File: src/rtl/osw_pkg.sv
package osw_pkg;
  localparam int MAX_EXP = 22;
  localparam int RST_EXP = 19;
  localparam logic [2:0] RST_CODE = 3'd4;

  typedef enum logic [1:0] {ST_WAIT, ST_RUN, ST_STOP} osw_state_t;

  // select code to power-of-two exponent; the 2^15 step does not exist
  function automatic int sel_exponent(logic [2:0] code);
    return (code == 3'd0) ? 14 : 15 + int'(code);
  endfunction
endpackage

File: src/rtl/osw_regif.sv
module osw_regif (
  input  logic       clk,
  input  logic       rst,
  input  logic       wr_en,
  input  logic       wr_byte,
  input  logic [7:0] wdata,
  output logic [2:0] sel,
  output logic [7:0] rdata
);
  logic unused_hi;
  assign unused_hi = ^wdata[7:3];

  always_ff @(posedge clk) begin
    if (rst)                   sel <= osw_pkg::RST_CODE;
    else if (wr_en && wr_byte) sel <= wdata[2:0];
  end

  assign rdata = {5'b0, sel};

  assert_reg_hold_R3: assert property (@(posedge clk) disable iff (rst)
    (wr_en && !wr_byte) |=> $stable(sel));
endmodule

File: src/rtl/osw_counter.sv
module osw_counter #(
  parameter int CW = 12
) (
  input  logic          clk,
  input  logic          rst,
  input  logic          clr,
  input  logic          en,
  input  logic [CW-1:0] term_m1,
  output logic          hit
);
  logic [CW-1:0] cnt;

  assign hit = en && (cnt == term_m1);

  always_ff @(posedge clk) begin
    if (rst || clr || hit) cnt <= '0;
    else if (en)           cnt <= cnt + 1'b1;
  end

  assert_cnt_bound_R4: assert property (@(posedge clk) disable iff (rst)
    cnt <= term_m1);
  assert_cnt_stall_R6: assert property (@(posedge clk) disable iff (rst)
    (!en && !clr) |=> $stable(cnt));
endmodule

File: src/rtl/osw_ctrl.sv
module osw_ctrl #(
  parameter int SHIFT = 10,
  parameter int CW    = 12
) (
  input  logic          clk,
  input  logic          rst,
  input  logic          stop_req,
  input  logic          wake_req,
  input  logic          osc_run,
  input  logic [2:0]    sel,
  input  logic          hit,
  output logic          cnt_en,
  output logic          cnt_clr,
  output logic [CW-1:0] term_m1,
  output logic          clk_en,
  output logic          stop_active,
  output logic          settle_done
);
  import osw_pkg::*;

  function automatic logic [CW-1:0] term_of(int e);
    return CW'((longint'(1) << (e - SHIFT)) - longint'(1));
  endfunction

  osw_state_t state;

  assign cnt_en  = (state == ST_WAIT) && osc_run;
  assign cnt_clr = (state != ST_WAIT);

  always_ff @(posedge clk) begin
    if (rst) begin
      state       <= ST_WAIT;            // reset ends stop: fixed wait follows
      term_m1     <= term_of(RST_EXP);
      clk_en      <= 1'b0;
      stop_active <= 1'b0;
      settle_done <= 1'b0;
    end else begin
      settle_done <= 1'b0;
      case (state)
        ST_WAIT: if (hit) begin
          state       <= ST_RUN;
          clk_en      <= 1'b1;
          settle_done <= 1'b1;
        end
        ST_RUN: if (stop_req) begin
          state       <= ST_STOP;
          clk_en      <= 1'b0;
          stop_active <= 1'b1;
        end
        ST_STOP: if (wake_req) begin
          state       <= ST_WAIT;
          stop_active <= 1'b0;
          term_m1     <= term_of(sel_exponent(sel));
        end
        default: state <= ST_STOP;
      endcase
    end
  end

  assert_done_once_R9: assert property (@(posedge clk) disable iff (rst)
    settle_done |=> !settle_done);
  assert_done_edge_R9: assert property (@(posedge clk) disable iff (rst)
    $rose(clk_en) |-> settle_done);
  assert_stop_gate_R7: assert property (@(posedge clk) disable iff (rst)
    stop_active |-> !clk_en);
  assert_term_hold_R8: assert property (@(posedge clk) disable iff (rst)
    (state == ST_WAIT && $past(state) == ST_WAIT) |-> $stable(term_m1));
endmodule

File: src/rtl/osc_settle_timer.sv
module osc_settle_timer #(
  parameter int SHIFT = 10
) (
  input  logic       clk,
  input  logic       rst,
  input  logic       stop_req,
  input  logic       wake_req,
  input  logic       osc_run,
  input  logic       reg_wr_en,
  input  logic       reg_wr_byte,
  input  logic [7:0] reg_wdata,
  output logic [7:0] reg_rdata,
  output logic       clk_en,
  output logic       stop_active,
  output logic       settle_done
);
  localparam int CW = osw_pkg::MAX_EXP - SHIFT;

  logic [2:0]    sel;
  logic          hit, cnt_en, cnt_clr;
  logic [CW-1:0] term_m1;

  osw_regif u_reg (
    .clk(clk), .rst(rst), .wr_en(reg_wr_en), .wr_byte(reg_wr_byte),
    .wdata(reg_wdata), .sel(sel), .rdata(reg_rdata)
  );

  osw_counter #(.CW(CW)) u_cnt (
    .clk(clk), .rst(rst), .clr(cnt_clr), .en(cnt_en),
    .term_m1(term_m1), .hit(hit)
  );

  osw_ctrl #(.SHIFT(SHIFT), .CW(CW)) u_ctrl (
    .clk(clk), .rst(rst), .stop_req(stop_req), .wake_req(wake_req),
    .osc_run(osc_run), .sel(sel), .hit(hit), .cnt_en(cnt_en),
    .cnt_clr(cnt_clr), .term_m1(term_m1), .clk_en(clk_en),
    .stop_active(stop_active), .settle_done(settle_done)
  );
endmodule

File: config.mk
export PLATFORM = sky130hd
export DESIGN_NAME = osc_settle_timer
export DESIGN_NICKNAME = d
export VERILOG_FILES = /design/src/rtl/osw_pkg.sv /design/src/rtl/osw_regif.sv /design/src/rtl/osw_counter.sv /design/src/rtl/osw_ctrl.sv /design/src/rtl/osc_settle_timer.sv
export SDC_FILE = /design/constraint.sdc
export NUM_CORES = 1
export LEC_CHECK = 0
export BUFFER_PORTS_ARGS = -buffer_cell sky130_fd_sc_hd__buf_2
export CAP_MARGIN = 20
export CORE_UTILIZATION = 35
export DETAILED_ROUTE_END_ITERATION = 7
export GPL_TIMING_DRIVEN = 0
export PLACE_DENSITY = 0.53
export SETUP_SLACK_MARGIN = 0.5
export SYNTH_ARGS = -nofsm -noshare
export SYNTH_HDL_FRONTEND = slang
export SYNTH_HIERARCHICAL = 1
export SYNTH_SLANG_ARGS = --single-unit
File: constraint.sdc
create_clock -name clk -period 3.05 [get_ports clk]
set_input_delay 0.305 -clock clk [delete_from_list [all_inputs] [get_ports clk]]
set_output_delay 0.305 -clock clk [all_outputs]
set_load 0.01 [all_outputs]
==> impl_metrics.ini <==
[global_routing]
global_route.usage.total = 0.1604
global_route.overflow_total = 0
grt_pass1_wl_um = 7659
antenna_found_initial = 0
grt_max_degree = 13
grt_pass1_vias = 1588

[logic_synthesis]
instance_count_of_the_mapped_netlist = 238
synth_seq_cells = 32
postSynthAreaPerCell_um2 = 8.453
synth-edff-count = 0
yosys_warnings = 6
synth_sequential_area_ratio = 0.3184
synthesized_cell_area_mm2 = 0.002012
yosys_most_used_dff = sky130_fd_sc_hd__dfxtp_1
yosys.cell_types.count = 51
synth_async_sr_flop_share = 0

[clocking]
clockRootBuffer = sky130_fd_sc_hd__clkbuf_8
path_clk_slew_ns = 0.07
cts-hold-fix-buffers = 0
number_of_h_tree_branching_levels = 2
numCtsBuffers = 5
cts_tree = yes
max-clock-path-buffers = 2
clk_latency_ns = 0.28
clock-sinks = 32

[sta]
finalWorstPathRequiredPeriod_ns = 2.809
final.setup.tns_ns = 0
timing.max_slew.rel_slack = 0.5451
hold_violations = 0
grt_setup_unrepaired = yes
max_freq_mhz = 356.0
layout_worst_path_cycle_share = 0.9211
clock_skew_ns = 0.005347
setup_viol = 0
worst-slew-pin-transition_ns = 0.6799
final-max-slew-violation-count = 0

[pwr]
power_density_mw_per_mm2 = 445.2
p_leak_uw = 0.0009993
vdd.ir_drop.worst_v = 0.0002995

[route]
viasPerCell = 5.023
dr_total_vias = 1773
drt_drc = 0
postRouteWirelength_um = 4685
route.detailed.wl_per_inst_um = 13.27
detailedRoute.firstPassIterationCount = 6
initialDrtViolationCount = 39
route.antenna.remaining_nets = 0

[cells_and_area]
final_layout_size_suffix_gt1_frac = 0.3203
final_net_count = 302
antenna_cells = 0
area_growth_pct = 28.92
register_area_um2 = 643.1
post-route-cell-area_mm2 = 0.002594
multiInputGateArea_mm2 = 0.001309
filler_cell_count = 573

[setup_path]
cp-start-kind = flop
critPathMaxFanout = 7
required_ns = 3.26
path_class = flop to flop
worst_setup_path_end_kind = flop
worstPathArrival_ns = 3.02

[floorplan]
core_region_area_mm2 = 0.005540
area_of_the_die_mm2 = 0.006056
die_height_um = 77.82
io-pin-count = 26
placement_rows = 27
die_w_um = 77.82
initial_core_util = 0.3631

[placed_design]
placed_area_mm2 = 0.002257
portBuffers = 15
dp_hpwl_um = 3262
gp_congestion = 0.7543

[run]
max_cap_viol_count = 0

[outcome]
outcome = finished clean

[hold_path]
hp-class = primary input to flop
==> placed cells by master, fill, tap and decap left out, types with 9 or more instances in the layout <==
| master | count |
|---|---|
| sky130_fd_sc_hd__buf_4 | 20 |
| sky130_fd_sc_hd__nor2_1 | 17 |
| sky130_fd_sc_hd__nand3_1 | 9 |
| sky130_fd_sc_hd__buf_2 | 17 |
| sky130_fd_sc_hd__a21oi_1 | 14 |
| sky130_fd_sc_hd__xnor2_1 | 17 |
| sky130_fd_sc_hd__o21ai_0 | 9 |
| sky130_fd_sc_hd__dfxtp_1 | 30 |
| sky130_fd_sc_hd__nor3_1 | 20 |
| sky130_fd_sc_hd__nand2_1 | 11 |
==> logic make-up after synthesis <==
family | after synthesis | share of synthesized area
flip-flops | 32 | 0.3184
multiplexers | 2 | 0.009951
XOR/XNOR | 24 | 0.1045
AND/OR/NAND/NOR | 93 | 0.2618
buffers and inverters | 29 | 0.09079
adder cells (fa/ha/maj) | 7 | 0.04353
other | 1 | 0.001864
AO/OA/AOI/OAI | 50 | 0.1692
==> layer usage <==
layer | vias to the layer above | track usage | routed length [µm]
li1 | 912 | - | -
met1 | 826 | 0.2154 | 2311
met2 | 28 | 0.2504 | 2161
met3 | 7 | 0.03176 | 122
met4 | 0 | 0.06226 | 89
met5 | - | 0 | 0
==> power by group <==
part           switching [µW]  total, µW  internal [µW]
sequential               5.45        428            423
combinational             153        322            168
clock                     163        405            242
==> final cells by class <==
class,count,share of cell area
clock buffers,5,0.02653
well taps,72,0.03473
repair buffers,31,0.08587
inverters,5,0.009165
clock inverters,3,0.01640
multi-input cells,181,0.5046
plain buffers,24,0.07477
flip-flops and latches,32,0.2479
==> registers in the layout, summed over array words and instances, names as in the netlist <==
register            count
u_cnt/cnt              12
u_ctrl/clk_en           1
u_ctrl/settle_done      1
u_ctrl/state            2
u_ctrl/stop_active      1
u_ctrl/term_m1         12
u_reg/sel               3
==> repair_timing <==
item                       in CTS  in global routing
pin swaps                      10                 10
setup buffers                  10                  6
resized for setup              11                 13
hold endpoints to repair        0                  0
setup endpoints to repair       6                  8
==> path summary, 6_finish.rpt <==
check | cells after the start | slack (ns) | from | end
worst max-delay path | 16 | 0.24 | u_reg/sel[1] | u_ctrl/term_m1[4]
worst min-delay path | 2 | 0.23 | rst | u_reg/sel[1]
worst max register to register | 16 | 0.24 | u_reg/sel[1] | u_ctrl/term_m1[4]
worst min register to register | 2 | 0.47 | u_ctrl/stop_active | u_ctrl/stop_active
==> stage by stage <==
step	utilization	power [µW]	worst slack, ns	hold slack (ns)	instances
after floorplan	-	618.7	0.2768	0.3667	242
after global placement	0.4074	668.1	0.09154	0.4552	329
after detailed placement	0.4074	667.0	0.08268	0.4645	329
after CTS	0.4478	1119	0.1999	0.2196	347
after global routing	0.4682	1217	0.09485	0.2337	353
final	0.4682	1155	0.2407	0.2297	353
==> critical path, stage by stage (launching register included) <==
cell,delay (ns)
sky130_fd_sc_hd__dfxtp_2,0.35
sky130_fd_sc_hd__buf_6,0.11
sky130_fd_sc_hd__inv_4,0.04
sky130_fd_sc_hd__ha_4,0.15
sky130_fd_sc_hd__ha_4,0.24
sky130_fd_sc_hd__ha_4,0.16
sky130_fd_sc_hd__buf_4,0.14
sky130_fd_sc_hd__a21o_4,0.25
sky130_fd_sc_hd__nor2_4,0.14
sky130_fd_sc_hd__nand3_1,0.13
sky130_fd_sc_hd__ha_4,0.18
sky130_fd_sc_hd__buf_6,0.11
sky130_fd_sc_hd__buf_8,0.12
sky130_fd_sc_hd__buf_12,0.12
sky130_fd_sc_hd__nand4b_1,0.15
sky130_fd_sc_hd__a21o_1,0.19
sky130_fd_sc_hd__a31oi_1,0.14
==> Yosys cell counts (2+ instances only) <==
cell | n | area share
sky130_fd_sc_hd__a2111oi_0 | 2 | 0.0087
sky130_fd_sc_hd__a211o_1 | 2 | 0.0087
sky130_fd_sc_hd__a211oi_2 | 2 | 0.012
sky130_fd_sc_hd__a21bo_2 | 2 | 0.010
sky130_fd_sc_hd__a21oi_1 | 15 | 0.037
sky130_fd_sc_hd__a31oi_1 | 4 | 0.012
sky130_fd_sc_hd__and3_1 | 2 | 0.0062
sky130_fd_sc_hd__and4_1 | 2 | 0.0087
sky130_fd_sc_hd__buf_2 | 3 | 0.0075
sky130_fd_sc_hd__buf_4 | 10 | 0.037
sky130_fd_sc_hd__buf_6 | 3 | 0.017
sky130_fd_sc_hd__clkbuf_1 | 7 | 0.013
sky130_fd_sc_hd__dfxtp_1 | 32 | 0.32
sky130_fd_sc_hd__ha_1 | 7 | 0.044
sky130_fd_sc_hd__inv_1 | 5 | 0.0093
sky130_fd_sc_hd__mux2i_1 | 2 | 0.010
sky130_fd_sc_hd__nand2_1 | 12 | 0.022
sky130_fd_sc_hd__nand2b_1 | 3 | 0.0093
sky130_fd_sc_hd__nand3_1 | 9 | 0.022
sky130_fd_sc_hd__nand4_1 | 7 | 0.022
sky130_fd_sc_hd__nand4b_1 | 2 | 0.0087
sky130_fd_sc_hd__nor2_1 | 19 | 0.035
sky130_fd_sc_hd__nor3_1 | 21 | 0.052
sky130_fd_sc_hd__o21ai_0 | 11 | 0.027
sky130_fd_sc_hd__o21bai_1 | 2 | 0.0075
sky130_fd_sc_hd__or2_2 | 5 | 0.016
sky130_fd_sc_hd__xnor2_1 | 17 | 0.074
sky130_fd_sc_hd__xor2_1 | 7 | 0.030
Power figures use the tool's default switching activity.
